$ cat config.mk
export PLATFORM = sky130hd
export DESIGN_NAME = core_boot_seq
export DESIGN_NICKNAME = d
export VERILOG_FILES = /design/src/rtl/core_seq_pkg.sv /design/src/rtl/core_seq_dp.sv /design/src/rtl/core_seq_ctrl.sv /design/src/rtl/core_boot_seq.sv
export SDC_FILE = /design/constraint.sdc
export NUM_CORES = 1
export LEC_CHECK = 0
export ABC_AREA = 1
export BUFFER_PORTS_ARGS = -buffer_cell sky130_fd_sc_hd__buf_2
export CORE_UTILIZATION = 45
export CTS_BUF_LIST = sky130_fd_sc_hd__clkbuf_2
export DETAILED_ROUTE_END_ITERATION = 12
export GPL_ROUTABILITY_DRIVEN = 1
export RECOVER_POWER = 25
export SETUP_SLACK_MARGIN = 0.15
export SLEW_MARGIN = 5
export SYNTH_ARGS = -nofsm -noshare
export SYNTH_HDL_FRONTEND = slang
export SYNTH_SLANG_ARGS = --single-unit
$ cat constraint.sdc
create_clock -name clk -period 3 [get_ports clk]
set_clock_uncertainty 0.15 [all_clocks]
set_input_delay 0.6 -clock clk [delete_from_list [all_inputs] [get_ports clk]]
set_output_delay 0.6 -clock clk [all_outputs]
set_load 0.05 [all_outputs]
$ cat src/rtl/core_seq_pkg.sv
package core_seq_pkg;

  typedef enum logic {
    CMD_BOOT = 1'b0,
    CMD_OFF  = 1'b1
  } cmd_e;

  typedef enum logic [2:0] {
    ST_IDLE,
    ST_RST,    // stall+reset written, wait reset readback high
    ST_PDN,    // power request dropped, wait status low
    ST_PUP,    // power request raised, wait status high
    ST_UNRST,  // reset released, wait readback low
    ST_RUN     // stall cleared, check health
  } state_e;

  typedef enum logic [1:0] {
    MODE_OFF,
    MODE_RESTART,
    MODE_FULL
  } mode_e;

  typedef struct packed {
    logic setPwr;
    logic clrPwr;
    logic setRst;
    logic clrRst;
    logic setStall;
    logic clrStall;
    logic tmrClr;
    logic clrErr;
    logic finishOk;
    logic finishErr;
  } strobe_t;

endpackage

$ cat src/rtl/core_seq_dp.sv
module core_seq_dp
  import core_seq_pkg::*;
#(
  parameter int TIMEOUT_CYC = 50
) (
  input  logic    clk,
  input  logic    rstN,
  input  strobe_t stb,
  output logic    pwrReq,
  output logic    coreRst,
  output logic    coreStall,
  output logic    done,
  output logic    err,
  output logic    tmrExpired
);
  localparam int TW = $clog2(TIMEOUT_CYC + 1);
  localparam logic [TW-1:0] LAST = TW'(TIMEOUT_CYC - 1);
  localparam logic [TW-1:0] TOP  = TW'(TIMEOUT_CYC);

  logic [TW-1:0] timer;

  always_ff @(posedge clk or negedge rstN) begin
    if (!rstN) begin
      pwrReq    <= 1'b0;
      coreRst   <= 1'b1;
      coreStall <= 1'b1;
      done      <= 1'b0;
      err       <= 1'b0;
      timer     <= '0;
    end else begin
      if (stb.setPwr)        pwrReq <= 1'b1;
      else if (stb.clrPwr)   pwrReq <= 1'b0;
      if (stb.setRst)        coreRst <= 1'b1;
      else if (stb.clrRst)   coreRst <= 1'b0;
      if (stb.setStall)      coreStall <= 1'b1;
      else if (stb.clrStall) coreStall <= 1'b0;
      done <= stb.finishOk | stb.finishErr;
      if (stb.clrErr)         err <= 1'b0;
      else if (stb.finishErr) err <= 1'b1;
      if (stb.tmrClr)        timer <= '0;
      else if (timer != TOP) timer <= timer + 1'b1;
    end
  end

  assign tmrExpired = (timer == LAST);
endmodule

$ cat src/rtl/core_seq_ctrl.sv
module core_seq_ctrl
  import core_seq_pkg::*;
(
  input  logic    clk,
  input  logic    rstN,
  input  logic    cmdValid,
  input  logic    cmdKind,
  input  logic    pwrStat,
  input  logic    rstBack,
  input  logic    stallBack,
  input  logic    pwrReq,
  input  logic    tmrExpired,
  output strobe_t stb,
  output logic    busy
);
  state_e state, stateNxt;
  mode_e  mode, modeNxt;
  logic   healthy;

  assign healthy = pwrStat & pwrReq & ~rstBack & ~stallBack;
  assign busy    = (state != ST_IDLE);

  always_comb begin
    stb      = '0;
    stateNxt = state;
    modeNxt  = mode;
    unique case (state)
      ST_IDLE: if (cmdValid) begin
        stb.setStall = 1'b1;
        stb.setRst   = 1'b1;
        stb.tmrClr   = 1'b1;
        stb.clrErr   = 1'b1;
        stateNxt     = ST_RST;
        if (cmdKind == CMD_OFF) modeNxt = MODE_OFF;
        else if (healthy)       modeNxt = MODE_RESTART;
        else                    modeNxt = MODE_FULL;
      end
      ST_RST: if (rstBack) begin
        stb.tmrClr = 1'b1;
        if (mode == MODE_RESTART) begin
          stb.clrRst = 1'b1;
          stateNxt   = ST_UNRST;
        end else begin
          stb.clrPwr = 1'b1;
          stateNxt   = ST_PDN;
        end
      end else if (tmrExpired) begin
        stb.finishErr = 1'b1;
        stateNxt      = ST_IDLE;
      end
      ST_PDN: if (!pwrStat) begin
        if (mode == MODE_OFF) begin
          stb.finishOk = 1'b1;
          stateNxt     = ST_IDLE;
        end else begin
          stb.setPwr = 1'b1;
          stb.tmrClr = 1'b1;
          stateNxt   = ST_PUP;
        end
      end else if (tmrExpired) begin
        stb.finishErr = 1'b1;
        stateNxt      = ST_IDLE;
      end
      ST_PUP: if (pwrStat) begin
        stb.clrRst = 1'b1;
        stb.tmrClr = 1'b1;
        stateNxt   = ST_UNRST;
      end else if (tmrExpired) begin
        stb.finishErr = 1'b1;
        stateNxt      = ST_IDLE;
      end
      ST_UNRST: if (!rstBack) begin
        stb.clrStall = 1'b1;
        stateNxt     = ST_RUN;
      end else if (tmrExpired) begin
        stb.finishErr = 1'b1;
        stateNxt      = ST_IDLE;
      end
      ST_RUN: begin
        stateNxt = ST_IDLE;
        if (healthy) stb.finishOk = 1'b1;
        else begin
          stb.setStall  = 1'b1;
          stb.setRst    = 1'b1;
          stb.finishErr = 1'b1;
        end
      end
      default: stateNxt = ST_IDLE;
    endcase
  end

  always_ff @(posedge clk or negedge rstN) begin
    if (!rstN) begin
      state <= ST_IDLE;
      mode  <= MODE_OFF;
    end else begin
      state <= stateNxt;
      mode  <= modeNxt;
    end
  end
endmodule

$ cat src/rtl/core_boot_seq.sv
module core_boot_seq
  import core_seq_pkg::*;
#(
  parameter int TIMEOUT_CYC = 50
) (
  input  logic clk,
  input  logic rstN,
  input  logic cmdValid,
  input  logic cmdKind,
  input  logic pwrStat,
  input  logic rstBack,
  input  logic stallBack,
  output logic pwrReq,
  output logic coreRst,
  output logic coreStall,
  output logic busy,
  output logic done,
  output logic err
);
  strobe_t stb;
  logic    tmrExpired;

  core_seq_ctrl u_ctrl (
    .clk(clk), .rstN(rstN), .cmdValid(cmdValid), .cmdKind(cmdKind),
    .pwrStat(pwrStat), .rstBack(rstBack), .stallBack(stallBack),
    .pwrReq(pwrReq), .tmrExpired(tmrExpired), .stb(stb), .busy(busy)
  );

  core_seq_dp #(.TIMEOUT_CYC(TIMEOUT_CYC)) u_dp (
    .clk(clk), .rstN(rstN), .stb(stb), .pwrReq(pwrReq), .coreRst(coreRst),
    .coreStall(coreStall), .done(done), .err(err), .tmrExpired(tmrExpired)
  );
endmodule

==> results of run 1 <==
## critical path, stage by stage (launching register included)
cell	delay [ps]
dfrtp_1	500
nor2_2	190
inv_2	50
nor2_2	140
inv_1	70
buf_2	210
## per-stage QoR
step	setup WS [ps]	utilization, %	std cells	area (µm²)	total power, W
after global placement	1170	53.7	166	1070	0.000856
after global routing	661	54.6	170	1090	0.00104
after CTS	774	54.6	170	1090	0.000971
after floorplan	1240	-	127	981	0.000755
after detailed placement	1140	53.7	166	1070	0.000866
final	783	54.6	170	1090	0.000961
## sequential cells by signal, indices dropped and copies added (netlist names)
signal / flops
u_ctrl.mode: 2
u_ctrl.state: 3
u_dp.coreRst: 1
u_dp.coreStall: 1
u_dp.done: 1
u_dp.err: 1
u_dp.pwrReq: 1
u_dp.timer: 6
## cell usage in the layout (no fill, tap or decap), types with 2 or more instances in the layout
| master | instances |
|---|---|
| nand2_1 | 31 |
| nand4_1 | 3 |
| buf_2 | 11 |
| xnor2_1 | 2 |
| nor2_1 | 12 |
| nand2_2 | 2 |
| a21oi_1 | 4 |
| o21ai_0 | 4 |
| nand3_2 | 2 |
| inv_1 | 17 |
| clkbuf_2 | 3 |
| nand3_1 | 11 |
| ha_1 | 3 |
| nor2_2 | 2 |
| inv_2 | 6 |
| o31ai_1 | 2 |
| dfrtp_1 | 14 |
| dfstp_2 | 2 |
## kinds of logic (layout without fill, tap and decap cells)
logic type	after synthesis	count (layout)	synth area share (%)
compound gates	12	12	7.27
fa+ha+maj	3	3	3.83
simple gates	69	69	35.3
xor+xnor	3	3	2.68
mux	1	1	1.02
buf+inv	23	39	8.80
flops	16	16	41.1
## final cells by class
type | count | area, µm² | area share (%)
Timing Repair Buffer | 12 | 58.8 | 5.38
Tap cell | 27 | 33.8 | 3.09
Inverter | 23 | 86.3 | 7.90
Multi-Input combinational cell | 88 | 492 | 45.0
Clock buffer | 3 | 15.0 | 1.37
Clock inverter | 1 | 3.75 | 0.344
Sequential cell | 16 | 403 | 36.9
## power by group through the flow
stage               combinational, W  clock (W)  sequential [W]
global route                0.000554   0.000114        0.000372
floorplan                   0.000306          0        0.000449
global placement            0.000498          0        0.000358
detailed placement          0.000502          0        0.000363
CTS                         0.000507   0.000105        0.000359
finish                      0.000500   0.000102        0.000358
## worst min-delay path by stage
| stage | slack [ps] | endpoint | start |
|---|---|---|---|
| 6_report | 200 | u_dp.timer[4]$_DFFE_PN0P_ | rstN |
| 5_1_grt | 270 | u_dp.err$_DFFE_PN0P_ | rstN |
| 4_1_cts | 40 | u_dp.timer[4]$_DFFE_PN0P_ | rstN |
| 3_5_place_dp | 310 | u_dp.coreRst$_DFFE_PN1P_ | u_dp.coreRst$_DFFE_PN1P_ |
| 3_3_place_gp | 300 | u_dp.coreRst$_DFFE_PN1P_ | u_dp.coreRst$_DFFE_PN1P_ |
| 2_1_floorplan | 150 | u_ctrl.mode[0]$_DFFE_PN0P_ | rstN |
## layer usage
| layer | routed length (µm) | track usage (%) |
|---|---|---|
| met1 | 1010 | 27.9 |
| met2 | 891 | 29.2 |
| met3 | 92 | 4.72 |
| met4 | 17 | 5.88 |
| met5 | 0 | 0 |
==> results.cfg, run 1 <==
[timing]
fmaxAchievable_mhz = 451
rsz0062_at_grt = no
period_share_pct = 73.9
tns_ps = 0
hold_violations = 0
setup_viol = 0
holdWs_ps = 204
min_period_ps = 2220
tightest_slew_ps = 852
relSlewSlack_pct = 43.2
drv_slew = 0

[floorplan]
dieArea_mm2 = 0.00237
start_util_pct = 49.0
dieWidth_um = 48.7
ioPinCount = 13
core_mm2 = 0.00200
rows = 16
die_h_um = 48.7

[routing]
dr.pass1.iters = 4
drtIter0Drc = 21
post_drt_wl_per_cell_um = 11.8
vias_per_cell = 5.02
vias = 854
drc = 0
ant_nets = 0
routed_wl_um = 2010

[critical_path]
arrival_ps = 1470
rr_endpoint = u_ctrl.state[0]$_DFFE_PN0P_
regToRegSetupSlack_ps = 1480
start_kind = flop
r2r_cells = 9
crit_end = busy
end_kind = primary output
critPathLaunch = u_ctrl.state[1]$_DFFE_PN0P_
worstPathMaxFanout = 7
timing.rr.start = u_ctrl.state[2]$_DFFE_PN0P_
path_class = reg -> out
worst_ep_required_time_ps = 2250

[synth]
synth_area_leaders = dfrtp_1 36%, nand2_1 12%, inv_1 6.5%
ys_async_sr_fraction_pct = 100
yosysMostFrequentCell = nand2_1
ys.flop_type = dfrtp_1
synth_edf_count = 0
synth_area_um2 = 981
synth_common_cells = 31 x nand2_1, 17 x inv_1, 14 x dfrtp_1, 12 x nor2_1, 11 x nand3_1
ys_seq_area_share_pct = 41.1
synthesis.nets = 137
synth.avg_cell_area_um2 = 7.72
synth_cell_types = 26
synth_top_area_share_pct = 35.7
synth-warning-count = 0
synth_cells = 127
yosysTopAreaCell = dfrtp_1
ys_ff_latch = 16

[global_routing]
overflow = 0
grt_pass1_vias = 780
antenna_found_initial = 0
grt_pass1_wl_um = 3510
grt_max_degree = 17
grtUsageTotal_pct = 19.6

[power]
p_leak_nw = 0.607
p_per_area_mw_per_mm2 = 879
p_int_w = 0.000467
sw_frac_of_total_pct = 51.4
peakVddDrop_mv = 0.507
comb_power_share_pct = 52.1
power_frac_seq_pct = 37.3
pwr-share-clk_pct = 10.7
switchingPower_w = 0.000493

[cts]
clock-sinks = 16
cts_buffer_depth = 2
numCtsBuffers = 3
cts_resized = 0
post-cts-setup-buffers = 0
clk_pin_slew_worst_paths_ps = 170
cts-htree-levels = 1
cts_tree = done
cts_hold_buf = 0
root_buffer = clkbuf_2
clk-insertion-delay-late_ps = 300

[layout]
syn_to_final_growth_pct = 11.4
fillCellCount = 206
diodes = 0
drive_gt1_share_pct = 22.4
fin_nets = 154

[outcome]
status = finished clean

[place]
dpl.hpwl_um = 1560
portBuffers = 12
routabilityCongestion = 0.915

[worst_hold_path]
min_path_type = in -> async

[run]
maxCapViolCount = 0
Power figures use the tool's default switching activity.
==> inputs of run 2 (changes only) <==
ABC_AREA = 0   (was 1)
clock period = 2.3 ns   (was 3 ns; I/O delays follow)
==> run 2 against run 1 <==
Via count down 6.7%. Sequential share of layout area increased by 0.17 points. Global-route usage down 1.2 points. Count of clock-buffer cells in the layout did not move. Final area rose by 0.46%. Power grew 35%. First-iteration DRC count unchanged. Worst setup slack got worse by 510 ps. Final cell count down 18%. Synthesized cell count down 20%. Highest routed layer is now met3. Sequential cell count stayed put.
==> results.cfg, run 2 <==
[layout]
stdcell_count = 140
fin_nets = 124
top_register = u_dp.timer
layout_common_cells = 11 x buf_2, 11 x dfrtp_1, 7 x nand2_1, 7 x nand3_1, 6 x o21ai_0
reg.largest.list = u_dp.timer: 6 flops, u_ctrl.state: 3 flops, u_ctrl.mode: 2 flops
largest_reg_flops = 6
finalInstanceArea_mm2 = 0.00110
drive_gt1_share_pct = 23.9
syn_to_final_growth_pct = 10.0
diodes = 0

[routing]
vias = 797
post_drt_wl_per_cell_um = 14.5
dr.pass1.iters = 4
vias_per_cell = 5.69
ant_nets = 0
routed_wl_um = 2040
drc = 0
drtIter0Drc = 21

[floorplan]
dieWidth_um = 49.1
rows = 16
core_mm2 = 0.00202
die_h_um = 49.1
ioPinCount = 13
dieArea_mm2 = 0.00241
start_util_pct = 49.3

[global_routing]
grt_pass1_vias = 726
grt_pass1_wl_um = 3340
antenna_found_initial = 0
overflow = 0
grtUsageTotal_pct = 18.4
grt_max_degree = 18

[power]
power_w = 0.00130
peakVddDrop_mv = 0.605
p_leak_nw = 0.444
p_per_area_mw_per_mm2 = 1190

[cts]
post-cts-setup-buffers = 0
clk-insertion-delay-late_ps = 280
clock-sinks = 16
cts_buffer_depth = 2
clk_pin_slew_worst_paths_ps = 160
root_buffer = clkbuf_2
numCtsBuffers = 3
cts_tree = done
cts-htree-levels = 1

[synth]
synth_top_area_share_pct = 35.1
synth_edf_count = 0
synth-warning-count = 0
yosys.area_share.simple_pct = 24.5
synth_common_cells = 14 x dfrtp_1, 7 x nand2_1, 7 x nand3_1, 6 x o21ai_0
synth.avg_cell_area_um2 = 9.78
muxShareOfSynthArea_pct = 1.00
synth_area_leaders = dfrtp_1 35%, dfstp_2 5.3%, ha_1 3.8%
synth_area_um2 = 997
yosysMostFrequentCell = dfrtp_1
ys_async_sr_fraction_pct = 100
ys_seq_area_share_pct = 40.4
ys.flop_type = dfrtp_1
ys_ff_latch = 16
yosysTopAreaCell = dfrtp_1
synth_cells = 102
synth_cell_types = 39
synth_top_family_by_area = simple AND/OR/NAND/NOR gates
synth-compound-area-share_pct = 21.7
synthAdderAreaFrac_pct = 3.76
synth_xor_area_share_pct = 3.51
synthesis.nets = 112

[critical_path]
start_kind = flop
timing.rr.start = u_ctrl.state[2]$_DFFE_PN0P_
arrival_ps = 1420
rr_endpoint = u_dp.timer[4]$_DFFE_PN0P_
end_kind = primary output
worst_ep_required_time_ps = 1690
r2r_cells = 3
regToRegSetupSlack_ps = 530
path_class = reg -> out
worstPathMaxFanout = 16

[timing]
relSlewSlack_pct = 44.5
fmaxAchievable_mhz = 492
period_share_pct = 88.3
tns_ps = 0
tightest_slew_ps = 832
min_period_ps = 2030
hold_violations = 0
setup_viol = 0
drv_slew = 0
rsz0062_at_grt = no

[place]
portBuffers = 12
routabilityCongestion = 0.816
dpl_cell_area_mm2 = 0.00107
numPlacedInstances = 135
dpl.hpwl_um = 1480

[worst_hold_path]
min_path_type = in -> reg
min_from = cmdKind
whs_endpoint = u_ctrl.mode[0]$_DFFE_PN0P_
hold_depth = 2

[run]
maxCapViolCount = 0

[outcome]
status = finished clean
==> run 2: final cells by class <==
class / count / area [µm²]
sequential: 16 / 407
timing repair buffer: 14 / 76.3
clock inverter: 1 / 3.75
fill: 179 / 925
inverter: 5 / 18.8
clock buffer: 3 / 15.0
multi-input combinational: 74 / 543
tap: 27 / 33.8
==> run 2: stage by stage <==
stage               utilization, %  hold slack (ps)  worst slack, ps
floorplan                        -             14.4              530
global placement              52.7              250              499
detailed placement            52.7              236              487
CTS                           54.1              177              188
global route                  54.3              170              195
finish                        54.3              195              269
==> run 2: where the power goes <==
part / leakage (nW) / switching (W) / total [W] / internal, W
Sequential: 0.203 / 0.000148 / 0.000535 / 0.000388
Combinational: 0.227 / 0.000403 / 0.000641 / 0.000238
Clock: 0.0140 / 0.0000872 / 0.000125 / 0.0000378
==> run 2: worst max-delay path by stage <==
stage	start	cells after the start	end
finish	u_ctrl.state[2]$_DFFE_PN0P_	2	busy
global placement	u_ctrl.state[2]$_DFFE_PN0P_	3	u_dp.timer[2]$_DFFE_PN0P_
detailed placement	u_ctrl.state[2]$_DFFE_PN0P_	3	u_dp.timer[2]$_DFFE_PN0P_
CTS	u_ctrl.state[2]$_DFFE_PN0P_	2	busy
global route	u_ctrl.state[2]$_DFFE_PN0P_	2	busy
floorplan	u_ctrl.state[0]$_DFFE_PN0P_	2	busy
==> run 2: worst max-delay path: stages (launching register included) <==
cell     delay [ps]
dfrtp_2         540
or3_1           390
buf_2           210
==> run 2: cell families after synthesis <==
family / count (synthesis)
AND/OR/NAND/NOR: 38
AO/OA/AOI/OAI: 28
flip-flops: 16
buffers and inverters: 12
XOR/XNOR: 4
adder cells (fa/ha/maj): 3
multiplexers: 1
==> run 2: timing repair <==
action,4_1_cts,5_1_grt
hold endpoints to repair,14,0
hold buffers,1,0
endpoints found under the setup margin,0,1
gates resized for setup,0,3
==> run 2: routing by layer <==
layer | track usage [%] | wire [µm] | share of wire (%) | vias to the layer above
li1 | - | - | - | 399
met1 | 24.9 | 1010 | 50 | 382
met3 | 4.05 | 55 | 2.7 | 0
met5 | 0 | 0 | 0 | -
met2 | 29.0 | 971 | 48 | 16
met4 | 5.88 | 0 | 0 | 0
